[src/rtl/wdog2_pkg.sv]
package wdog2_pkg;

    typedef enum logic [1:0] {
        KEY_IDLE = 2'd0,
        KEY_HALF = 2'd1,
        KEY_OPEN = 2'd2
    } key_st_t;

    typedef enum logic [1:0] {
        WD_RUN1 = 2'd0,
        WD_RUN2 = 2'd1,
        WD_FIRE = 2'd2,
        WD_DONE = 2'd3
    } wd_st_t;

    localparam logic [7:0] KEY_FIRST  = 8'h80;
    localparam logic [7:0] KEY_SECOND = 8'h86;

    localparam int OFF_PRE1   = 'h00;
    localparam int OFF_PRE2   = 'h04;
    localparam int OFF_STAT   = 'h08;
    localparam int OFF_RELOAD = 'h0C;
    localparam int OFF_CFG    = 'h10;
    localparam int OFF_CTRL   = 'h14;
    localparam int OFF_COUNT  = 'h18;

    localparam int BIT_KICK   = 4;
    localparam int BIT_TFLAG  = 9;
    localparam int BIT_REBOOT = 5;

    localparam logic [1:0] IRQ_NONE  = 2'b00;
    localparam logic [1:0] IRQ_PULSE = 2'b10;

endpackage

[src/rtl/wdog2_key.sv]
module wdog2_key
    import wdog2_pkg::*;
(
    input  logic       clk,
    input  logic       por_n,
    input  logic       wr_reload,
    input  logic       wr_guarded,
    input  logic [7:0] wbyte,
    output logic       key_open
);

    key_st_t st_q, st_d;

    always_ff @(posedge clk or negedge por_n) begin
        if (!por_n) st_q <= KEY_IDLE;
        else        st_q <= st_d;
    end

    always_comb begin
        st_d = st_q;
        unique case (st_q)
            KEY_IDLE: if (wr_reload && wbyte == KEY_FIRST) st_d = KEY_HALF;
            KEY_HALF: begin
                if (wr_reload && wbyte == KEY_SECOND) st_d = KEY_OPEN;
                else if (wr_guarded)                   st_d = KEY_IDLE;
            end
            KEY_OPEN: if (wr_guarded) st_d = KEY_IDLE;
            default:  st_d = KEY_IDLE;
        endcase
    end

    always_comb begin
        key_open = (st_q == KEY_OPEN);
    end

endmodule

[src/rtl/wdog2_regs.sv]
module wdog2_regs
    import wdog2_pkg::*;
#(
    parameter int ADDR_W   = 8,
    parameter int DATA_W   = 32,
    parameter int CNT_W    = 20,
    parameter logic [CNT_W-1:0] PRE1_RST = '1,
    parameter logic [CNT_W-1:0] PRE2_RST = '1
) (
    input  logic              clk,
    input  logic              por_n,
    input  logic              wr,
    input  logic [ADDR_W-1:0] addr,
    input  logic [DATA_W-1:0] wdata,
    input  logic              key_open,
    input  logic              s1_expire,
    input  logic              fire_evt,
    input  logic [CNT_W-1:0]  cnt,
    output logic              wr_reload,
    output logic              wr_guarded,
    output logic              prot_acc,
    output logic              kick,
    output logic [CNT_W-1:0]  pre1,
    output logic [CNT_W-1:0]  pre2,
    output logic              en,
    output logic              lock,
    output logic              wdfunc,
    output logic              reboot_en,
    output logic              tflag,
    output logic              irq_out,
    output logic [DATA_W-1:0] rdata
);

    localparam int PAD = DATA_W - CNT_W;

    logic sel_pre1, sel_pre2, sel_stat, sel_rld, sel_cfg, sel_ctrl, sel_cnt;
    logic [1:0] irq_mode;
    logic       stat_q, stat_d, tflag_d, tflag_clr, irq_d;
    logic       unused_hi;

    assign unused_hi = ^wdata[DATA_W-1:CNT_W];

    assign sel_pre1 = (addr == ADDR_W'(OFF_PRE1));
    assign sel_pre2 = (addr == ADDR_W'(OFF_PRE2));
    assign sel_stat = (addr == ADDR_W'(OFF_STAT));
    assign sel_rld  = (addr == ADDR_W'(OFF_RELOAD));
    assign sel_cfg  = (addr == ADDR_W'(OFF_CFG));
    assign sel_ctrl = (addr == ADDR_W'(OFF_CTRL));
    assign sel_cnt  = (addr == ADDR_W'(OFF_COUNT));

    assign wr_reload  = wr && sel_rld;
    assign wr_guarded = wr && (sel_pre1 || sel_pre2 || sel_rld);
    assign prot_acc   = key_open && wr_guarded;
    assign kick       = prot_acc && sel_rld && wdata[BIT_KICK];
    assign tflag_clr  = prot_acc && sel_rld && wdata[BIT_TFLAG];

    always_ff @(posedge clk or negedge por_n) begin
        if (!por_n) begin
            pre1 <= PRE1_RST;
            pre2 <= PRE2_RST;
        end else begin
            if (prot_acc && sel_pre1) pre1 <= wdata[CNT_W-1:0];
            if (prot_acc && sel_pre2) pre2 <= wdata[CNT_W-1:0];
        end
    end

    always_ff @(posedge clk or negedge por_n) begin
        if (!por_n) begin
            irq_mode  <= IRQ_NONE;
            reboot_en <= 1'b0;
        end else if (wr && sel_cfg) begin
            irq_mode  <= wdata[1:0];
            reboot_en <= wdata[BIT_REBOOT];
        end
    end

    always_ff @(posedge clk or negedge por_n) begin
        if (!por_n) begin
            lock   <= 1'b0;
            en     <= 1'b0;
            wdfunc <= 1'b1;
        end else if (wr && sel_ctrl) begin
            lock   <= lock | wdata[0];
            en     <= wdata[1] | (lock & en);
            wdfunc <= lock ? wdfunc : wdata[2];
        end
    end

    always_comb begin
        stat_d  = s1_expire | (stat_q & ~(wr && sel_stat && wdata[0]));
        tflag_d = fire_evt | (tflag & ~tflag_clr);
        unique case (irq_mode)
            IRQ_NONE:  irq_d = 1'b0;
            IRQ_PULSE: irq_d = s1_expire;
            default:   irq_d = stat_d;
        endcase
    end

    always_ff @(posedge clk or negedge por_n) begin
        if (!por_n) begin
            stat_q  <= 1'b0;
            tflag   <= 1'b0;
            irq_out <= 1'b0;
        end else begin
            stat_q  <= stat_d;
            tflag   <= tflag_d;
            irq_out <= irq_d;
        end
    end

    always_comb begin
        rdata = '0;
        if (sel_pre1)      rdata = {{PAD{1'b0}}, pre1};
        else if (sel_pre2) rdata = {{PAD{1'b0}}, pre2};
        else if (sel_stat) rdata[0] = stat_q;
        else if (sel_rld)  rdata[BIT_TFLAG] = tflag;
        else if (sel_cfg)  rdata = DATA_W'({reboot_en, 3'b000, irq_mode});
        else if (sel_ctrl) rdata = DATA_W'({wdfunc, en, lock});
        else if (sel_cnt)  rdata = {{PAD{1'b0}}, cnt};
    end

endmodule

[src/rtl/wdog2_core.sv]
module wdog2_core
    import wdog2_pkg::*;
#(
    parameter int CNT_W    = 20,
    parameter int PRESC_W  = 15,
    parameter int RST_CYC  = 16,
    parameter logic [CNT_W-1:0] PRE1_RST = '1
) (
    input  logic             clk,
    input  logic             por_n,
    input  logic             en,
    input  logic             wdfunc,
    input  logic             reboot_en,
    input  logic             kick,
    input  logic [CNT_W-1:0] pre1,
    input  logic [CNT_W-1:0] pre2,
    output logic [CNT_W-1:0] cnt,
    output logic             s1_expire,
    output logic             fire_evt,
    output logic             rst_out
);

    localparam int RC_W = $clog2(RST_CYC + 1);
    localparam logic [RC_W-1:0]  RC_ONE  = RC_W'(1);
    localparam logic [RC_W-1:0]  RC_LAST = RC_W'(RST_CYC - 1);
    localparam logic [CNT_W-1:0] CNT_ONE = CNT_W'(1);

    wd_st_t            st_q, st_d;
    logic [CNT_W-1:0]  cnt_d;
    logic [RC_W-1:0]   rc_q, rc_d;
    logic              rst_d;
    logic              tick;
    logic              kick_acc;
    logic              at_end;

    assign kick_acc = kick && (st_q != WD_FIRE);
    assign at_end   = (cnt <= CNT_ONE);

    generate
        if (PRESC_W == 0) begin : g_nodiv
            assign tick = en;
        end else begin : g_div
            localparam logic [PRESC_W-1:0] P_ONE = PRESC_W'(1);
            logic [PRESC_W-1:0] pc_q;
            always_ff @(posedge clk or negedge por_n) begin
                if (!por_n)        pc_q <= '0;
                else if (kick_acc) pc_q <= '0;
                else if (en)       pc_q <= pc_q + P_ONE;
            end
            assign tick = en && (&pc_q);
        end
    endgenerate

    always_ff @(posedge clk or negedge por_n) begin
        if (!por_n) begin
            st_q    <= WD_RUN1;
            cnt     <= PRE1_RST;
            rc_q    <= '0;
            rst_out <= 1'b0;
        end else begin
            st_q    <= st_d;
            cnt     <= cnt_d;
            rc_q    <= rc_d;
            rst_out <= rst_d;
        end
    end

    always_comb begin
        st_d  = st_q;
        cnt_d = cnt;
        rc_d  = rc_q;
        rst_d = rst_out;
        if (kick_acc) begin
            st_d  = WD_RUN1;
            cnt_d = pre1;
        end else begin
            unique case (st_q)
                WD_RUN1: begin
                    if (tick) begin
                        if (at_end) begin
                            if (wdfunc) begin
                                st_d  = WD_RUN2;
                                cnt_d = pre2;
                            end else begin
                                cnt_d = pre1;
                            end
                        end else begin
                            cnt_d = cnt - CNT_ONE;
                        end
                    end
                end
                WD_RUN2: begin
                    if (tick) begin
                        if (at_end) begin
                            cnt_d = '0;
                            if (reboot_en) begin
                                st_d  = WD_FIRE;
                                rst_d = 1'b1;
                                rc_d  = '0;
                            end else begin
                                st_d = WD_DONE;
                            end
                        end else begin
                            cnt_d = cnt - CNT_ONE;
                        end
                    end
                end
                WD_FIRE: begin
                    rc_d = rc_q + RC_ONE;
                    if (rc_q == RC_LAST) begin
                        rst_d = 1'b0;
                        st_d  = WD_DONE;
                    end
                end
                WD_DONE: ;
                default: st_d = WD_DONE;
            endcase
        end
    end

    always_comb begin
        s1_expire = !kick_acc && (st_q == WD_RUN1) && tick && at_end;
        fire_evt  = !kick_acc && (st_q == WD_RUN2) && tick && at_end;
    end

endmodule

[src/rtl/wdog2_top.sv]
module wdog2_top
    import wdog2_pkg::*;
#(
    parameter int ADDR_W   = 8,
    parameter int DATA_W   = 32,
    parameter int CNT_W    = 20,
    parameter int PRESC_W  = 15,
    parameter int RST_CYC  = 16,
    parameter logic [CNT_W-1:0] PRE1_RST = CNT_W'(30720),
    parameter logic [CNT_W-1:0] PRE2_RST = CNT_W'(30720)
) (
    input  logic              clk,
    input  logic              por_n,
    input  logic              bus_wr,
    input  logic [ADDR_W-1:0] bus_addr,
    input  logic [DATA_W-1:0] bus_wdata,
    output logic [DATA_W-1:0] bus_rdata,
    output logic              irq_out,
    output logic              sys_rst_out
);

    logic             wr_reload, wr_guarded, prot_acc, kick, key_open;
    logic [CNT_W-1:0] pre1, pre2, cnt;
    logic             en, lock, wdfunc, reboot_en, tflag;
    logic             s1_expire, fire_evt;

    wdog2_key u_key (
        .clk        (clk),
        .por_n      (por_n),
        .wr_reload  (wr_reload),
        .wr_guarded (wr_guarded),
        .wbyte      (bus_wdata[7:0]),
        .key_open   (key_open)
    );

    wdog2_regs #(
        .ADDR_W   (ADDR_W),
        .DATA_W   (DATA_W),
        .CNT_W    (CNT_W),
        .PRE1_RST (PRE1_RST),
        .PRE2_RST (PRE2_RST)
    ) u_regs (
        .clk        (clk),
        .por_n      (por_n),
        .wr         (bus_wr),
        .addr       (bus_addr),
        .wdata      (bus_wdata),
        .key_open   (key_open),
        .s1_expire  (s1_expire),
        .fire_evt   (fire_evt),
        .cnt        (cnt),
        .wr_reload  (wr_reload),
        .wr_guarded (wr_guarded),
        .prot_acc   (prot_acc),
        .kick       (kick),
        .pre1       (pre1),
        .pre2       (pre2),
        .en         (en),
        .lock       (lock),
        .wdfunc     (wdfunc),
        .reboot_en  (reboot_en),
        .tflag      (tflag),
        .irq_out    (irq_out),
        .rdata      (bus_rdata)
    );

    wdog2_core #(
        .CNT_W    (CNT_W),
        .PRESC_W  (PRESC_W),
        .RST_CYC  (RST_CYC),
        .PRE1_RST (PRE1_RST)
    ) u_core (
        .clk       (clk),
        .por_n     (por_n),
        .en        (en),
        .wdfunc    (wdfunc),
        .reboot_en (reboot_en),
        .kick      (kick),
        .pre1      (pre1),
        .pre2      (pre2),
        .cnt       (cnt),
        .s1_expire (s1_expire),
        .fire_evt  (fire_evt),
        .rst_out   (sys_rst_out)
    );

endmodule

[config.mk]
export PLATFORM = sky130hd
export DESIGN_NAME = wdog2_top
export DESIGN_NICKNAME = d
export VERILOG_FILES = /design/src/rtl/wdog2_pkg.sv /design/src/rtl/wdog2_key.sv /design/src/rtl/wdog2_regs.sv /design/src/rtl/wdog2_core.sv /design/src/rtl/wdog2_top.sv
export SDC_FILE = /design/constraint.sdc
export NUM_CORES = 1
export LEC_CHECK = 0
export BUFFER_PORTS_ARGS = -buffer_cell sky130_fd_sc_hd__buf_2
export CAP_MARGIN = 10
export CORE_MARGIN = 10
export CORE_UTILIZATION = 49
export CTS_BUF_LIST = sky130_fd_sc_hd__clkbuf_8
export DETAILED_ROUTE_END_ITERATION = 8
export PLACE_DENSITY = 0.81
export SLEW_MARGIN = 10
export SYNTH_ARGS = -nofsm -noshare
export SYNTH_HDL_FRONTEND = slang
export SYNTH_SLANG_ARGS = --single-unit
[constraint.sdc]
create_clock -name clk -period 2.36 [get_ports clk]
set_clock_uncertainty 0.1 [all_clocks]
set_input_delay 0.236 -clock clk [delete_from_list [all_inputs] [get_ports clk]]
set_output_delay 0.236 -clock clk [all_outputs]
set_load 0.005 [all_outputs]
==> out/results.ini, run 1 <==
[sta]
slew_violations = 0
period_share = 1.02
rsz0062_at_grt = yes
layout_setup_ws_ps = -48.5
hold_ws_ps = -0.572
worst_pin_slew_ps = 649
setup-violations-final = 5
max_freq_mhz = 415
maxSlewHeadroom = 0.567
hold_viol = 1
period_needed_ps = 2410

[drt]
first_iter_violations = 769
dr.pass1.iters = 8
ant_nets = 0
num_vias = 5293
wl_per_cell_um = 20.3
vias_per_cell = 6.29
route.detailed.drc = 0
routed_wl_um = 17100

[setup_path]
critPathMaxFanout = 7
end_kind = register
cp.required_ps = 2570
ff2ff_path_depth = 7
setup.worst_path.class = reg2reg
crit_path_start_kind = register
worstPathArrival_ps = 2620

[min_path]
min_path_cells = 2
min_path_type = in2reg

[die]
die_area_um2 = 16200
die_y_um = 127
row_count = 39
core-area_um2 = 11400
initial_core_util = 0.496
io_pins = 77
dieWidth_um = 127

[cts]
worstSkewPairLatency_ps = 390
clk_pin_slew_ps = 100
cts.htree.levels = 3
clock_sinks = 94
cts_buffers = 9
clockBufferDepth = 2
cts_tree = yes
cts-root-buf = clkbuf_8

[finish]
final_net_count = 744
seqCellArea_um2 = 2370
n_antenna_cell = 0
post-route-util = 0.614
syn_to_final_growth_pct = 23.6
drive_gt1_frac = 0.370
stdcell_count = 841
n_fill_cell = 896
multi_input_area_um2 = 3180

[power_and_ir_drop]
swShare = 0.341
p_sw_mw = 1.38
pwr_density_cell_nw_per_um2 = 580
power_frac_comb = 0.260
power.share.clock = 0.248
vdd_drop_max_v = 0.000503
fin_total_pwr_mw = 4.04
seqPwrFrac = 0.492
cellLeakagePower_nw = 3.06
p_int_mw = 2.67

[global_routing]
grt_max_degree = 48
grt_pass1_wl_um = 26900
antenna_found_initial = 0
first_global_vias = 5378
track_usage = 0.200
gr-total-overflow = 0

[synth]
synth_area_um2 = 5640
synthCells = 583
avgSynthCellArea_um2 = 9.68
synth_edf_count = 0
synthArstFlopShare = 1.00
synth-seq-cells = 94
yosysSeqAreaShare = 0.420
yosysWarnings = 0
synth_cell_types = 67
ys.flop_type = dfrtp_1

[placement]
port_buffers = 52
dp.cells = 810
dp_hpwl_um = 11800
place_congestion = 0.941

[job]
maxCapViolCount = 0

[status]
violations = hold timing, setup timing
outcome = finished with violations

## layout make-up
class	instances	area share
multi-input cells	429	0.456
flip-flops and latches	94	0.340
repair buffers	134	0.142
well taps	143	0.0257
clock buffers	9	0.0178
inverters	25	0.0135
clock inverters	7	0.00610
## per-stage QoR
step                      cell area, um^2  setup TNS (ps)  setup WS [ps]
final                                6980            -111          -48.5
after global routing                 6980            -908           -113
after CTS                            6770           -10.0          -10.0
after detailed placement             6490            -690           -124
after global placement               6490           -34.5          -34.5
after floorplan                      5700            -148          -39.3
## registers in the layout, summed over array words and instances (netlist names)
register	cells
u_key.st_q	2
u_regs.wdfunc	1
u_core.cnt	20
u_core.rc_q	5
u_core.rst_out	1
u_regs.stat_q	1
u_core.g_div.pc_q	15
u_regs.pre2	20
u_regs.lock	1
u_regs.tflag	1
u_regs.irq_out	1
u_regs.irq_mode	2
u_regs.reboot_en	1
u_regs.en	1
u_regs.pre1	20
u_core.st_q	2
## worst paths after layout
| kind | to | startpoint | slack [ps] |
|---|---|---|---|
| setup / recovery | u_core.st_q[0] | u_core.cnt[12] | -50 |
| hold / removal | u_regs.pre1[18] | bus_wdata[18] | -0.6 |
| setup reg to reg | u_core.st_q[0] | u_core.cnt[12] | -50 |
| hold reg to reg | u_core.rst_out | u_core.rst_out | 400 |
| max in group asynchronous | u_regs.pre2[14] | por_n | 1040 |
| min in group asynchronous | u_core.g_div.pc_q[9] | por_n | 300 |
## cells by family (layout without fill, tap and decap cells)
family / Yosys count / in the layout / synth area share
AND/OR/NAND/NOR: 197 / 197 / 0.178
AO/OA/AOI/OAI: 122 / 122 / 0.156
flip-flops: 94 / 94 / 0.420
multiplexers: 73 / 73 / 0.141
buffers and inverters: 71 / 175 / 0.0610
XOR/XNOR: 17 / 17 / 0.0264
adder cells (fa/ha/maj): 8 / 8 / 0.0177
other: 1 / 12 / 0.000665
## cells in the final DEF, fill, tap and decap left out, types with 6 or more instances in the layout
master and count:
dfrtp_1 81, buf_4 63, nor2_1 52, mux2_2 51, buf_2 51, nand2_1 48
inv_1 26, mux2i_1 22, o21ai_0 18, a222oi_1 16, nand3_1 13, nor3_1 13
dfstp_2 13, a21oi_1 12, xor2_1 12, conb_1 12, o31ai_1 10, o21ai_1 10
clkbuf_8 9, nand4_1 8, buf_6 8, or3_1 7, a31oi_1 7, dlygate4sd3_1 7
ha_1 6
## synthesized netlist by cell type, types with 8 or more instances
master	count	area (um^2)
mux2i_1	22	220
nor4_1	8	50.1
a21oi_1	16	80.1
mux2_2	51	574
a31oi_1	10	62.6
a222oi_1	16	160
nand2_1	50	188
nand4_1	8	50.1
or3_1	8	50.1
dfstp_2	13	342
buf_4	13	97.6
clkbuf_1	20	75.1
xor2_1	12	105
buf_2	11	55.1
nor3_1	17	85.1
o31ai_1	10	75.1
dfrtp_1	81	2030
nor2_1	54	203
o21ai_0	26	130
inv_1	25	93.8
ha_1	8	100
nand3_1	13	65.1
## critical path: stages (launching register included)
cell      delay, ps
dfstp_2         400
or3_4           410
or4_4           590
nor4_4          210
buf_6           180
a32o_2          200
a21oi_2          60
a211oi_2        180
## power by group through the flow
stage	clock network (mW)	registers, mW	logic (mW)
3_5_place_dp	0	2.02	0.947
4_1_cts	0.985	1.98	1.00
3_3_place_gp	0	1.99	0.881
5_1_grt	1.05	2.01	1.18
2_1_floorplan	0	1.98	0.561
6_report	1.00	1.99	1.05
## metal layers
layer  vias up  GRT usage  wire (um)
met5         -          0          0
met4         0     0.0831        653
met3        79     0.0496       1550
met2       303      0.332       8360
met1      2567      0.242       6540
li1       2344          -          -
## what timing repair did
| item | 4_1_cts | 5_1_grt |
|---|---|---|
| setup buffers | 2 | 6 |
| pin swaps | 3 | 20 |
| hold endpoints to repair | 47 | 2 |
| setup endpoints to repair | 15 | 41 |
| gates resized for setup | 8 | 43 |
| hold buffers | 6 | 1 |
Power figures use the tool's default switching activity.
==> run 2, diff against run 1 <==
--- a/config.mk
+++ b/config.mk
@@ -7,11 +7,13 @@
 export LEC_CHECK = 0
 export BUFFER_PORTS_ARGS = -buffer_cell sky130_fd_sc_hd__buf_2
 export CAP_MARGIN = 10
+export CELL_PAD_IN_SITES_DETAIL_PLACEMENT = 1
+export CELL_PAD_IN_SITES_GLOBAL_PLACEMENT = 1
 export CORE_MARGIN = 10
-export CORE_UTILIZATION = 49
+export CORE_UTILIZATION = 42
 export CTS_BUF_LIST = sky130_fd_sc_hd__clkbuf_8
 export DETAILED_ROUTE_END_ITERATION = 8
-export PLACE_DENSITY = 0.81
+export PLACE_DENSITY = 0.88
 export SLEW_MARGIN = 10
 export SYNTH_ARGS = -nofsm -noshare
 export SYNTH_HDL_FRONTEND = slang
==> run 2 against run 1 <==
Against the previous run:
- the flow finishes with violations (setup timing)
- maximum frequency fell by 2.1%
- combinational power rose by 9.5%
- via count rose by 2.7%
==> out/results.ini, run 2 (same netlist as run 1, synthesis figures left out) <==
[status]
outcome = finished with violations  ; unchanged
violations = setup timing  ; was hold timing, setup timing

[cts]
cts-root-buf = clkbuf_8  ; unchanged
clock_sinks = 94  ; unchanged
clockBufferDepth = 2  ; unchanged
cts_tree = yes  ; unchanged
cts.htree.levels = 3  ; unchanged
worstSkewPairLatency_ps = 400  ; was 390 ps
clk_pin_slew_ps = 90  ; was 100 ps
cts_buffers = 9  ; unchanged

[setup_path]
r2r-end = u_core.cnt[19]  ; was u_core.st_q[0]
slowest_delay_ps = 560  ; was 590 ps
critPathLaunch = u_core.cnt[15]  ; was u_core.cnt[12]
path_delay_family = simple AND/OR/NAND/NOR gates  ; unchanged
ff2ff_path_depth = 7  ; unchanged
critPathMaxFanout = 4  ; was 7
cp.required_ps = 2530  ; was 2570 ps
worstSetupEndpoint = u_core.cnt[19]  ; was u_core.st_q[0]
worstPathArrival_ps = 2630  ; was 2620 ps
r2r_slack_ps = -100  ; was -50 ps
crit_cells = 7  ; unchanged
cp_slowest_cell = or4_4  ; unchanged
end_kind = register  ; unchanged
crit_path_start_kind = register  ; unchanged
setup.worst_path.class = reg2reg  ; unchanged
critPathBufInv = 1  ; unchanged
r2r_start = u_core.cnt[15]  ; was u_core.cnt[12]
cp_cell_sequence = or3_4 -> or4_4 -> buf_6 -> nor3_4 -> mux2i_1 -> o311a_1 -> o31ai_2  ; was or3_4 -> or4_4 -> nor4_4 -> buf_6 -> a32o_2 -> a21oi_2 -> a211oi_2

[power_and_ir_drop]
fin_total_pwr_mw = 4.25  ; was 4.04 mW
cellLeakagePower_nw = 3.19  ; was 3.06 nW
vdd_drop_max_v = 0.000304  ; was 0.000503 V
pwr_density_cell_nw_per_um2 = 583  ; was 580 nW/um^2

[sta]
slew_violations = 0  ; unchanged
period_needed_ps = 2460  ; was 2410 ps
worst_pin_slew_ps = 621  ; was 649 ps
max_freq_mhz = 407  ; was 415 MHz
period_share = 1.04  ; was 1.02
setup_tns_ps = -253  ; was -111 ps
layout_setup_ws_ps = -99.6  ; was -48.5 ps
setup-violations-final = 8  ; was 5
rsz0062_at_grt = yes  ; unchanged
maxSlewHeadroom = 0.585  ; was 0.567
hold_ws_ps = 20.3  ; was -0.572 ps
hold_viol = 0  ; was 1

[drt]
routed_wl_um = 20600  ; was 17,100 um
num_vias = 5434  ; was 5,293
first_iter_violations = 518  ; was 769
ant_nets = 0  ; unchanged
dr.pass1.iters = 6  ; was 8
wl_per_cell_um = 23.1  ; was 20.3 um
route.detailed.drc = 0  ; unchanged
vias_per_cell = 6.11  ; was 6.29

[die]
die_y_um = 136  ; was 127 um
dieWidth_um = 136  ; was 127 um
row_count = 42  ; was 39
die_area_um2 = 18500  ; was 16,200 um^2
initial_core_util = 0.428  ; was 0.496
core-area_um2 = 13200  ; was 11,400 um^2
io_pins = 77  ; unchanged

[placement]
dp.cells = 851  ; was 810
port_buffers = 52  ; unchanged
dp_hpwl_um = 14100  ; was 11,800 um
place_worst_setup_slack_ps = -190  ; was -124 ps
place_congestion = 0.871  ; was 0.941

[job]
maxCapViolCount = 0  ; unchanged

[global_routing]
antenna_found_initial = 1  ; was 0
track_usage = 0.210  ; was 0.200
gr-total-overflow = 0  ; unchanged
grt_pass1_wl_um = 31000  ; was 26,900 um
grt_max_degree = 64  ; was 48
first_global_vias = 5884  ; was 5,378

[finish]
top_regs = u_core.cnt: 20 flops, u_regs.pre1: 20 flops, u_regs.pre2: 20 flops  ; unchanged
final_cell_mix = 77 x dfrtp_1, 69 x buf_4, 53 x nor2_1  ; was 81 x dfrtp_1, 63 x buf_4, 52 x nor2_1
stdcell_count = 890  ; was 841
layout_commonest_cell = dfrtp_1  ; unchanged
final_net_count = 759  ; was 744
syn_to_final_growth_pct = 29.1  ; was 23.6%
drive_gt1_frac = 0.390  ; was 0.370

[min_path]
min_path_type = in2reg  ; unchanged

-- run 2: changes by cell type in the layout (fill, tap and decap cells not counted), moves of 3 or more --
cell	change
o21ai_0	+3
dfrtp_1	-4
buf_4	+6
o21ai_1	-4
dfrtp_2	+4
dlygate4sd3_1	+5
-- run 2: final cells by class --
cell class / count / area (um^2)
Inverter: 25 / 93.8
Multi-Input combinational cell: 429 / 3260
Fill cell: 1498 / 5910
Tap cell: 176 / 220
Timing Repair Buffer: 149 / 1140
Clock buffer: 10 / 138
Sequential cell: 94 / 2370
Clock inverter: 6 / 55.1
Antenna cell: 1 / 2.50
-- run 2: per-layer routing --
metal  vias to the layer above  global-route usage  wire length [um]
met5                         -                   0                 0
met4                         0               0.104               857
met3                        66              0.0365              1290
met2                       222               0.367             10400
met1                      2778               0.242              7990
li1                       2368                   -                 -
-- run 2: where the power goes --
part	internal (mW)	switching [mW]	leakage (nW)	total (mW)
registers	1.81	0.182	1.11	1.99
logic	0.506	0.643	1.97	1.15
clock network	0.508	0.597	0.105	1.10
-- run 2: worst reg2reg max path: stages (launching register included) --
cell and delay (ps):
dfrtp_1 400, or3_4 400, or4_4 560, buf_6 160, nor3_4 130, mux2i_1 300, o311a_1 230, o31ai_2 60
-- run 2: per-stage QoR --
stage                util  area, um^2
floorplan               -        5700
global placement    0.501        6610
detailed placement  0.501        6610
CTS                 0.534        7040
global route        0.552        7280
finish              0.552        7280
-- run 2: worst min-delay path by stage --
stage                            start                    to  depth (start not counted)
after floorplan                  por_n         u_core.cnt[0]                          0
after global placement           por_n  u_core.g_div.pc_q[0]                          1
after detailed placement         por_n  u_core.g_div.pc_q[0]                          1
after CTS                 bus_wdata[7]        u_regs.pre1[7]                          2
after global routing      bus_wdata[6]        u_regs.pre1[6]                          2
final                     bus_wdata[7]        u_regs.pre1[7]                          2
-- run 2: repair_timing --
item	4_1_cts	5_1_grt
pin swaps	12	18
buffers inserted	5	5
setup endpoints to repair	26	43
hold buffers	12	0
hold endpoints to repair	47	0
resized for setup	18	47
